$ cat config.mk
export PLATFORM = sky130hd
export DESIGN_NAME = seg_page_walker
export DESIGN_NICKNAME = d
export VERILOG_FILES = /design/src/rtl/spw_pkg.sv /design/src/rtl/spw_entry_decode.sv /design/src/rtl/spw_fill_ctr.sv /design/src/rtl/spw_walk_fsm.sv /design/src/rtl/seg_page_walker.sv
export SDC_FILE = /design/constraint.sdc
export NUM_CORES = 1
export LEC_CHECK = 0
export CORE_MARGIN = 1
export CORE_UTILIZATION = 45
export DETAILED_ROUTE_END_ITERATION = 16
export DONT_BUFFER_PORTS = 1
export HOLD_SLACK_MARGIN = 0.12
export SLEW_MARGIN = 10
export SYNTH_ARGS = -nofsm -noshare
export SYNTH_HDL_FRONTEND = slang
export SYNTH_SLANG_ARGS = --single-unit
$ cat constraint.sdc
create_clock -name clk -period 4.7 [get_ports clk]
set_input_delay 1.41 -clock clk [delete_from_list [all_inputs] [get_ports clk]]
set_output_delay 1.41 -clock clk [all_outputs]
set_load 0.01 [all_outputs]
$ cat src/rtl/spw_pkg.sv
package spw_pkg;

    // Result codes carried on done_code
    typedef enum logic [1:0] {
        RES_PA    = 2'd0,
        RES_FAULT = 2'd1,
        RES_ERR   = 2'd2
    } res_e;

    // Classification of one table word
    typedef enum logic [1:0] {
        ENT_VALID  = 2'd0,
        ENT_FAULT  = 2'd1,
        ENT_ABSENT = 2'd2
    } ent_e;

    typedef enum logic [3:0] {
        S_IDLE     = 4'd0,
        S_SEG_RD   = 4'd1,
        S_SEG_CHK  = 4'd2,
        S_PT_RD    = 4'd3,
        S_PT_CHK   = 4'd4,
        S_ALLOC    = 4'd5,
        S_FILL     = 4'd6,
        S_LINK_PT  = 4'd7,
        S_LINK_SEG = 4'd8,
        S_DONE     = 4'd9
    } walk_state_e;

endpackage

$ cat src/rtl/spw_entry_decode.sv
module spw_entry_decode
    import spw_pkg::*;
#(
    parameter int WORD_W = 32,
    parameter int PA_W   = 19
) (
    input  logic [WORD_W-1:0] entry,
    output ent_e              kind,
    output logic [PA_W-1:0]   base
);

    // Sign bit marks a non-resident level; an all-zero word marks a missing one.
    always_comb begin
        if (entry[WORD_W-1]) begin
            kind = ENT_FAULT;
        end else if (entry == '0) begin
            kind = ENT_ABSENT;
        end else begin
            kind = ENT_VALID;
        end
        base = entry[PA_W-1:0];
    end

endmodule

$ cat src/rtl/spw_fill_ctr.sv
module spw_fill_ctr #(
    parameter int PAGE_W = 10,
    parameter int OFF_W  = 9,
    parameter int CNT_W  = (PAGE_W > OFF_W) ? PAGE_W : OFF_W
) (
    input  logic             clk,
    input  logic             rst_n,
    input  logic             start,
    input  logic             step,
    input  logic             table_sel,
    output logic [CNT_W-1:0] offset,
    output logic             last
);

    localparam logic [CNT_W-1:0] TBL_LAST = CNT_W'((1 << PAGE_W) - 1);
    localparam logic [CNT_W-1:0] PG_LAST  = CNT_W'((1 << OFF_W) - 1);

    always_ff @(posedge clk) begin
        if (!rst_n) begin
            offset <= '0;
        end else if (start) begin
            offset <= '0;
        end else if (step) begin
            offset <= offset + 1'b1;
        end
    end

    always_comb begin
        last = (offset == (table_sel ? TBL_LAST : PG_LAST));
    end

    AST_PAGE_FILL_SHORT: assert property (@(posedge clk) disable iff (!rst_n)
        step && !table_sel |-> offset <= PG_LAST);

endmodule

$ cat src/rtl/spw_walk_fsm.sv
module spw_walk_fsm
    import spw_pkg::*;
#(
    parameter int VA_W   = 32,
    parameter int SEG_W  = 9,
    parameter int PAGE_W = 10,
    parameter int OFF_W  = 9,
    parameter int PA_W   = 19,
    parameter int WORD_W = 32,
    parameter int CNT_W  = (PAGE_W > OFF_W) ? PAGE_W : OFF_W
) (
    input  logic              clk,
    input  logic              rst_n,
    input  logic              req_valid,
    output logic              req_ready,
    input  logic              req_write,
    input  logic [VA_W-1:0]   req_vaddr,
    output logic              done_valid,
    output logic [1:0]        done_code,
    output logic [PA_W-1:0]   done_paddr,
    output logic              mem_en,
    output logic              mem_we,
    output logic [PA_W-1:0]   mem_addr,
    output logic [WORD_W-1:0] mem_wdata,
    input  ent_e              ent_kind,
    input  logic [PA_W-1:0]   ent_base,
    output logic              alloc_req,
    output logic              alloc_table,
    input  logic              alloc_ack,
    input  logic              alloc_ok,
    input  logic [PA_W-1:0]   alloc_base,
    output logic              fill_start,
    output logic              fill_step,
    output logic              fill_table,
    input  logic [CNT_W-1:0]  fill_off,
    input  logic              fill_last
);

    localparam int OFF_LO  = 0;
    localparam int PAGE_LO = OFF_W;
    localparam int SEG_LO  = OFF_W + PAGE_W;

    walk_state_e       state, nxt;
    logic              cur_write;
    logic [SEG_W-1:0]  seg_idx;
    logic [PAGE_W-1:0] page_idx;
    logic [OFF_W-1:0]  word_off;
    logic [PA_W-1:0]   seg_base;
    logic [PA_W-1:0]   page_base;
    logic              pt_new;
    logic              lvl_table;
    res_e              res_code;
    logic [PA_W-1:0]   res_addr;
    logic [PA_W-1:0]   pte_addr;
    logic [PA_W-1:0]   fill_base;

    assign pte_addr  = seg_base + PA_W'(page_idx);
    assign fill_base = lvl_table ? seg_base : page_base;

    // State register
    always_ff @(posedge clk) begin
        if (!rst_n) begin
            state <= S_IDLE;
        end else begin
            state <= nxt;
        end
    end

    // Next-state logic
    always_comb begin
        nxt = state;
        unique case (state)
            S_IDLE:    if (req_valid) nxt = S_SEG_RD;
            S_SEG_RD:  nxt = S_SEG_CHK;
            S_SEG_CHK: begin
                unique case (ent_kind)
                    ENT_FAULT:  nxt = S_DONE;
                    ENT_ABSENT: nxt = cur_write ? S_ALLOC : S_DONE;
                    default:    nxt = S_PT_RD;
                endcase
            end
            S_PT_RD:   nxt = S_PT_CHK;
            S_PT_CHK: begin
                unique case (ent_kind)
                    ENT_FAULT:  nxt = S_DONE;
                    ENT_ABSENT: nxt = cur_write ? S_ALLOC : S_DONE;
                    default:    nxt = S_DONE;
                endcase
            end
            S_ALLOC:   if (alloc_ack) nxt = alloc_ok ? S_FILL : S_DONE;
            S_FILL:    if (fill_last) nxt = lvl_table ? S_ALLOC : S_LINK_PT;
            S_LINK_PT: nxt = pt_new ? S_LINK_SEG : S_DONE;
            S_LINK_SEG: nxt = S_DONE;
            S_DONE:    nxt = S_IDLE;
            default:   nxt = S_IDLE;
        endcase
    end

    // Walk context and result registers
    always_ff @(posedge clk) begin
        if (!rst_n) begin
            cur_write <= 1'b0;
            seg_idx   <= '0;
            page_idx  <= '0;
            word_off  <= '0;
            seg_base  <= '0;
            page_base <= '0;
            pt_new    <= 1'b0;
            lvl_table <= 1'b0;
            res_code  <= RES_PA;
            res_addr  <= '0;
        end else begin
            unique case (state)
                S_IDLE: begin
                    if (req_valid) begin
                        cur_write <= req_write;
                        seg_idx   <= req_vaddr[SEG_LO +: SEG_W];
                        page_idx  <= req_vaddr[PAGE_LO +: PAGE_W];
                        word_off  <= req_vaddr[OFF_LO +: OFF_W];
                        pt_new    <= 1'b0;
                        lvl_table <= 1'b0;
                        res_code  <= RES_PA;
                        res_addr  <= '0;
                    end
                end
                S_SEG_CHK: begin
                    unique case (ent_kind)
                        ENT_FAULT:  res_code <= RES_FAULT;
                        ENT_ABSENT: begin
                            if (cur_write) lvl_table <= 1'b1;
                            else           res_code  <= RES_ERR;
                        end
                        default:    seg_base <= ent_base;
                    endcase
                end
                S_PT_CHK: begin
                    unique case (ent_kind)
                        ENT_FAULT:  res_code <= RES_FAULT;
                        ENT_ABSENT: begin
                            if (cur_write) lvl_table <= 1'b0;
                            else           res_code  <= RES_ERR;
                        end
                        default: begin
                            page_base <= ent_base;
                            res_addr  <= ent_base + PA_W'(word_off);
                        end
                    endcase
                end
                S_ALLOC: begin
                    if (alloc_ack) begin
                        if (!alloc_ok) begin
                            res_code <= RES_ERR;
                        end else if (lvl_table) begin
                            seg_base <= alloc_base;
                            pt_new   <= 1'b1;
                        end else begin
                            page_base <= alloc_base;
                        end
                    end
                end
                S_FILL: begin
                    if (fill_last && lvl_table) lvl_table <= 1'b0;
                end
                S_LINK_PT: begin
                    res_addr <= page_base + PA_W'(word_off);
                end
                default: ;
            endcase
        end
    end

    // Outputs
    always_comb begin
        req_ready   = 1'b0;
        done_valid  = 1'b0;
        done_code   = res_code;
        done_paddr  = res_addr;
        mem_en      = 1'b0;
        mem_we      = 1'b0;
        mem_addr    = '0;
        mem_wdata   = '0;
        alloc_req   = 1'b0;
        alloc_table = lvl_table;
        fill_start  = 1'b0;
        fill_step   = 1'b0;
        fill_table  = lvl_table;
        unique case (state)
            S_IDLE:  req_ready = 1'b1;
            S_SEG_RD: begin
                mem_en   = 1'b1;
                mem_addr = PA_W'(seg_idx);
            end
            S_PT_RD: begin
                mem_en   = 1'b1;
                mem_addr = pte_addr;
            end
            S_ALLOC: begin
                alloc_req  = 1'b1;
                fill_start = alloc_ack && alloc_ok;
            end
            S_FILL: begin
                mem_en    = 1'b1;
                mem_we    = 1'b1;
                mem_addr  = fill_base + PA_W'(fill_off);
                fill_step = 1'b1;
            end
            S_LINK_PT: begin
                mem_en    = 1'b1;
                mem_we    = 1'b1;
                mem_addr  = pte_addr;
                mem_wdata = WORD_W'(page_base);
            end
            S_LINK_SEG: begin
                mem_en    = 1'b1;
                mem_we    = 1'b1;
                mem_addr  = PA_W'(seg_idx);
                mem_wdata = WORD_W'(seg_base);
            end
            S_DONE:  done_valid = 1'b1;
            default: ;
        endcase
    end

    AST_DONE_SINGLE: assert property (@(posedge clk) disable iff (!rst_n)
        done_valid |=> !done_valid);

    AST_READY_QUIET: assert property (@(posedge clk) disable iff (!rst_n)
        req_ready |-> !done_valid && !mem_en && !alloc_req);

    AST_CODE_LEGAL: assert property (@(posedge clk) disable iff (!rst_n)
        done_valid |-> done_code != 2'd3);

    AST_NONPA_ADDR_ZERO: assert property (@(posedge clk) disable iff (!rst_n)
        done_valid && done_code != RES_PA |-> done_paddr == '0);

    AST_ALLOC_HOLD: assert property (@(posedge clk) disable iff (!rst_n)
        alloc_req && !alloc_ack |=> alloc_req && $stable(alloc_table));

    AST_READ_NO_ALLOC: assert property (@(posedge clk) disable iff (!rst_n)
        alloc_req |-> cur_write);

    AST_FAULT_NO_NEW_TABLE: assert property (@(posedge clk) disable iff (!rst_n)
        done_valid && done_code == RES_FAULT |-> !pt_new);

endmodule

$ cat src/rtl/seg_page_walker.sv
module seg_page_walker
    import spw_pkg::*;
#(
    parameter int SEG_W  = 9,
    parameter int PAGE_W = 10,
    parameter int OFF_W  = 9,
    parameter int PA_W   = 19,
    parameter int WORD_W = 32,
    parameter int VA_W   = 32
) (
    input  logic              clk,
    input  logic              rst_n,
    input  logic              req_valid,
    output logic              req_ready,
    input  logic              req_write,
    input  logic [VA_W-1:0]   req_vaddr,
    output logic              done_valid,
    output logic [1:0]        done_code,
    output logic [PA_W-1:0]   done_paddr,
    output logic              mem_en,
    output logic              mem_we,
    output logic [PA_W-1:0]   mem_addr,
    output logic [WORD_W-1:0] mem_wdata,
    input  logic [WORD_W-1:0] mem_rdata,
    output logic              alloc_req,
    output logic              alloc_table,
    input  logic              alloc_ack,
    input  logic              alloc_ok,
    input  logic [PA_W-1:0]   alloc_base
);

    localparam int CNT_W = (PAGE_W > OFF_W) ? PAGE_W : OFF_W;

    ent_e             ent_kind;
    logic [PA_W-1:0]  ent_base;
    logic             fill_start;
    logic             fill_step;
    logic             fill_table;
    logic [CNT_W-1:0] fill_off;
    logic             fill_last;

    spw_entry_decode #(
        .WORD_W (WORD_W),
        .PA_W   (PA_W)
    ) u_decode (
        .entry (mem_rdata),
        .kind  (ent_kind),
        .base  (ent_base)
    );

    spw_fill_ctr #(
        .PAGE_W (PAGE_W),
        .OFF_W  (OFF_W),
        .CNT_W  (CNT_W)
    ) u_fill (
        .clk       (clk),
        .rst_n     (rst_n),
        .start     (fill_start),
        .step      (fill_step),
        .table_sel (fill_table),
        .offset    (fill_off),
        .last      (fill_last)
    );

    spw_walk_fsm #(
        .VA_W   (VA_W),
        .SEG_W  (SEG_W),
        .PAGE_W (PAGE_W),
        .OFF_W  (OFF_W),
        .PA_W   (PA_W),
        .WORD_W (WORD_W),
        .CNT_W  (CNT_W)
    ) u_fsm (
        .clk         (clk),
        .rst_n       (rst_n),
        .req_valid   (req_valid),
        .req_ready   (req_ready),
        .req_write   (req_write),
        .req_vaddr   (req_vaddr),
        .done_valid  (done_valid),
        .done_code   (done_code),
        .done_paddr  (done_paddr),
        .mem_en      (mem_en),
        .mem_we      (mem_we),
        .mem_addr    (mem_addr),
        .mem_wdata   (mem_wdata),
        .ent_kind    (ent_kind),
        .ent_base    (ent_base),
        .alloc_req   (alloc_req),
        .alloc_table (alloc_table),
        .alloc_ack   (alloc_ack),
        .alloc_ok    (alloc_ok),
        .alloc_base  (alloc_base),
        .fill_start  (fill_start),
        .fill_step   (fill_step),
        .fill_table  (fill_table),
        .fill_off    (fill_off),
        .fill_last   (fill_last)
    );

endmodule

# Word level (Yosys, flattened, before mapping)
# Cells that the tools add are included.
[word_totals]
out_inout_bits = 78
word_cells = 123
register_bits = 104
[classes]
reduce_logical = 25
addsub = 5
eq_ne = 28
mux = 52
bitwise = 1
[ops]
columns = ["operator", "count"]
rows = [
  ["19-bit 2-to-1 mux", 10],
  ["19-bit case mux with 2 select lines", 3],
  ["19-bit case mux with 3 select lines", 2],
  ["19-bit by 10-bit adder with 19-bit output", 2],
  ["19-bit by 9-bit adder with 19-bit output", 2],
  ["4-bit case mux with 9 select lines", 1],
  ["32-bit zero test", 1],
  ["4-bit 2-to-1 mux", 6],
  ["1-bit 2-to-1 mux", 17],
  ["4-bit by 3-bit equality test with 1-bit output, second input constant", 4],
  ["5-bit AND reduction", 3],
  ["2-bit 2-to-1 mux", 7],
  ["2-bit by 1-bit inequality test with 1-bit output, second input constant", 7],
  ["2-bit inequality test, second input constant", 7],
  ["10-bit by 1-bit adder with 10-bit output, second input constant", 1],
  ["10-bit equality test", 1],
  ["10-bit 2-to-1 mux", 1],
  ["2-bit OR reduction", 5],
  ["4-bit by 2-bit equality test with 1-bit output, second input constant", 2],
  ["4-bit equality test, second input constant", 2],
  ["4-bit case mux with 2 select lines", 1],
  ["7-bit AND reduction", 1],
  ["2-bit case mux with 3 select lines", 1],
  ["3-bit AND reduction", 2],
  ["18 further kinds", 22],
]

# Depth between registers and ports, before layout
[depth]
word_depth = 7
depth_mapped = 15

# Cells and area by module
# From an unflattened synthesis, not the netlist that was laid out.
[unflattened]
hier_cells = 949
hier_area_um2 = 7495.9
[by_module_without_submodules]
columns = ["mod", "seq_area_each_um2", "cells_per_inst", "instances", "area_each_um2"]
rows = [
  ["spw_walk_fsm", 1881.8, 867, 1, 6816.5],
  ["spw_fill_ctr", 200.2, 51, 1, 456.7],
  ["spw_entry_decode", 0.0, 31, 1, 222.7],
]

# Worst setup path before layout
# OpenSTA, ideal clock, no wires.
[synth_path]
kind = "register to output"
start = "reg u_fsm.lvl_table (netlist: u_fsm.alloc_table)"
end = "out mem_addr[16]"
slack_ns = 0.014
n_path_buf = 4
stages_incl_launch_ff = 13
t_required_ns = 3.290
t_arrival_ns = 3.276
path_cell_list = "dfxtp_1 > buf_4 > buf_4 > buf_1 > mux2_2 > ha_1 > a211oi_2 > o21bai_2 > a2111oi_2 > o31a_1 > buf_6 > nor3_1 > o31ai_1"
[synth_between]
elab_chain_len = 3
[synth_lines]
columns = ["item", "line_no", "text"]
rows = [
  ["start, declared", "spw_walk_fsm.sv:51", "logic lvl_table;"],
  ["start signal, assigned", "spw_walk_fsm.sv:109", "lvl_table <= 1'b0;"],
  ["start signal, assigned", "spw_walk_fsm.sv:121", "lvl_table <= 1'b0;"],
  ["start signal, assigned", "spw_walk_fsm.sv:130", "if (cur_write) lvl_table <= 1'b1;"],
  ["19-bit 2-to-1 mux", "spw_walk_fsm.sv:58", "assign fill_base = lvl_table ? seg_base : page_base;"],
  ["19-bit by 10-bit adder with 19-bit output", "spw_walk_fsm.sv:204", "mem_addr = fill_base + PA_W'(fill_off);"],
  ["19-bit case mux with 3 select lines", "spw_walk_fsm.sv:187", "unique case (state)"],
  ["end, declared", "seg_page_walker.sv:22", "output logic [PA_W-1:0] mem_addr,"],
]
# Every way passes these cells.

# Worst setup path after layout
[layout_path]
start = "reg u_fsm.lvl_table (netlist: u_fsm.alloc_table)"
end = "out mem_addr[12]"
# The elaborated chain is that of the path after synthesis.

==> flow_summary_export.csv <==
group,metric,value,unit
synth,netlist_area,0.00744,mm²
timing,fin_skew,0.00866,ns
placement,dpl.hpwl,16800,µm
synth,synth_cell_types,78,
global_routing,grt_use_total,25.6,%
clock_tree,clk_latency,0.36,ns
setup_path,cp_top_family,"compound AO/OA/AOI/OAI gates",
synth,syn_inst,928,
setup_path,crit_path_end_kind,"output port",
clock_tree,htreeDepth,3,
timing,rsz0062_at_grt,"true",
setup_path,r2r_slack,0.93,ns
clock_tree,clkTransAtPathRegs,0.08,ns
timing,hold_viol,0,
clock_tree,cts_buffer_depth,2,
floorplan,initial_utilization,46.5,%
worst_hold_path,hold_path_class,"flip-flop to flip-flop",
detailed_routing,drtIter0Drc,534,
placement,io_buffers,0,
timing,finalSetupViolCount,0,
clock_tree,tritoncts,"built",
timing,period_share,99.9,%
placement,placedCellCount,1116,
clock_tree,ctsHoldBuffers,0,
setup_path,r2r_start,"u_fsm.state[0]$_SDFFE_PN0P_",
floorplan,boundaryPins,167,
floorplan,dieArea,0.0171,mm²
global_routing,grt_max_degree,108,
global_routing,grt_pass1_vias,5972,
detailed_routing,drt-pass1-iter-count,5,
synth,synth_seq_cells,104,
detailed_routing,ant_nets,0,
setup_path,cp_cell_sequence,"mux2_4 > ha_4 > fa_2 > a211oi_2 > o21bai_2 > a2111oi_4 > o31a_1 > buf_6 > nor4_2 > o31ai_1 > buf_4",
pwr,pwr_density_cell,250,mW/mm²
floorplan,rows,46,
synth,synthTopCellsByArea,"dfxtp_1 28%, nand2_1 9.3%, mux2i_1 5.2%",
setup_path,critPathSlowestCell,"fa_2",
floorplan,die_x,131,µm
timing,worst_pin_slew,0.973,ns
detailed_routing,wl,21900,µm
synth,synth_seq_area_share,28.0,%
floorplan,core_area,0.0160,mm²
synth,synthArstFlopShare,0,%
detailed_routing,wire_per_inst,19.3,µm
setup_path,cp.required,3.29,ns
synth,yosysMostFrequentCell,"nand2_1",
cells_and_area,multi_input_area,0.00501,mm²
setup_path,crit_path_end,"mem_addr[12]",
pwr,leakage,0.00306,µW
setup_path,cp.depth,11,
cells_and_area,fillers,1643,
global_routing,grt_overflow,0,
placement,place_ws,0.204,ns
job,drv_cap,0,
setup_path,crit_buf_inv,2,
setup_path,worstSetupStartpointType,"flip-flop",
synth,ys.flop_type,"dfxtp_1",
detailed_routing,detail_route.vias_per_cell,5.93,
timing,max-slew-margin-rel,35.0,%
timing,slew_violations,0,
clock_tree,cts.sinks,104,
pwr,vdd_drop_max,0.000187,V
clock_tree,root_buffer,"clkbuf_16",
timing,layout_min_cycle_time,4.69,ns
placement,gp_congestion,0.877,
cells_and_area,nets,1037,
synth,ys_warn_count,0,
setup_path,crit_fanout,6,
setup_path,path_class,"flip-flop to output port",
clock_tree,cts_buffers,9,
synth,synth-edff-count,0,
timing,hold_slack,0.476,ns
pwr,power,1990,µW
global_routing,antenna_found_initial,1,
cells_and_area,drive_gt1_share,11.6,%
cells_and_area,stdcell_count,1136,
synth,synth_area_leader_cell,"dfxtp_1",
setup_path,reg2reg_depth,11,
detailed_routing,vias,6741,
cells_and_area,n_antenna_cell,0,
synth,synth.avg_cell_area,8.02,µm²
worst_hold_path,whs_path_depth,2,
global_routing,grt_first_pass_wirelength,33200,µm
cells_and_area,syn_to_final_growth,7.16,%
setup_path,critPathMaxStageDelay,0.39,ns
synth,ys_top_cells_by_count,"184 x nand2_1, 104 x dfxtp_1, 51 x o21ai_0, 40 x nor2_1, 39 x mux2i_1",
timing,worst_slack,0.00669,ns
setup_path,worstSetupStartpoint,"u_fsm.alloc_table$_SDFFE_PN0P_",
detailed_routing,drc,0,
synth,synthDominantCellAreaShare,28.0,%
cells_and_area,final_util,49.8,%
setup_path,cp.arrival,3.28,ns
status,outcome,"finished, final reports clean",
cells_and_area,seq_area,0.00208,mm²
floorplan,dieHeight,131,µm
setup_path,worst_r2r_endpoint,"u_fsm.done_paddr[15]$_SDFFE_PN0P_",
timing,fmax,0.213,GHz
[final cells by class]
type | instances | share of cell area (%)
sequential | 104 | 26.1
tap | 216 | 3.39
multi-input combinational | 749 | 62.9
inverter | 23 | 1.08
timing repair buffer | 28 | 2.84
clock buffer | 9 | 2.82
clock inverter | 7 | 0.879
[report_power, final]
| group | internal (µW) | total (µW) | switching (µW) |
|---|---|---|---|
| logic | 109 | 281 | 171 |
| clock network | 376 | 756 | 381 |
| registers | 911 | 956 | 45.4 |
| total | 1400 | 1990 | 597 |
[routing by layer]
layer / GRT usage, % / wire, µm / share of wire [%]
met1: 34.2 / 9880 / 45
met4: 6.76 / 345 / 1.6
met5: 0 / 8 / 0.036
met3: 5.78 / 1590 / 7.2
met2: 41.5 / 10100 / 46
[placed cells by master, fill, tap and decap left out, types with 27 or more instances in the layout]
cell type,n
ha_1,27
nand2_1,184
nor2_1,40
mux2_2,30
dfxtp_1,103
a21boi_0,35
mux2i_1,39
nand3_1,33
o21ai_0,50
[sequential cells by signal, indices dropped and copies added, names as in the netlist]
signal,flops
u_fill.offset,10
u_fsm.page_base,19
u_fsm.done_code,2
u_fsm.page_idx,10
u_fsm.alloc_table,1
u_fsm.word_off,9
u_fsm.pt_new,1
u_fsm.state,4
u_fsm.seg_idx,9
u_fsm.done_paddr,19
u_fsm.seg_base,19
u_fsm.cur_write,1
[worst min-delay path, delay by kind of cell, from the launching register on]
family | cells | cell delay (ns)
DFF | 1 | 0.32
AOI/OAI and AO/OA | 1 | 0.06
and+or+nand+nor | 1 | 0.05
[through the flow]
step / cell area [µm²] / TNS, ns
after global routing: 7980 / -0.335
final: 7980 / 0
after global placement: 7560 / 0
after CTS: 7890 / 0
after detailed placement: 7560 / 0
after floorplan: 7490 / 0
[cells by family (layout without fill, tap and decap cells)]
family	Yosys count	after routing	share of synthesized area (%)
AOI/OAI and AO/OA	229	229	21.7
xor gates and xnor gates	39	39	4.59
adders and majority gates	33	33	5.85
buffers and inverters	87	67	6.29
DFF	104	104	28.0
muxes	72	72	10.3
other	1	13	0.0504
and+or+nand+nor	363	363	23.3
[worst min path at each step]
stage | startpoint | end | slack [ns]
floorplan | u_fsm.seg_idx[0]$_SDFFE_PN0P_ | u_fsm.seg_idx[0]$_SDFFE_PN0P_ | 0.44
global placement | u_fsm.seg_idx[7]$_SDFFE_PN0P_ | u_fsm.seg_idx[7]$_SDFFE_PN0P_ | 0.45
detailed placement | u_fsm.word_off[0]$_SDFFE_PN0P_ | u_fsm.word_off[0]$_SDFFE_PN0P_ | 0.46
CTS | u_fsm.word_off[0]$_SDFFE_PN0P_ | u_fsm.word_off[0]$_SDFFE_PN0P_ | 0.48
global route | u_fsm.seg_idx[7]$_SDFFE_PN0P_ | u_fsm.seg_idx[7]$_SDFFE_PN0P_ | 0.50
finish | u_fsm.word_off[0]$_SDFFE_PN0P_ | u_fsm.word_off[0]$_SDFFE_PN0P_ | 0.48
[repair_timing]
| action | CTS | global route |
|---|---|---|
| resized for setup | 5 | 15 |
| buffers inserted | 1 | 3 |
| pin swaps | 3 | 7 |
| setup endpoints to repair | 9 | 9 |
| cloned | 0 | 0 |
(Power assumes the default switching activity.)
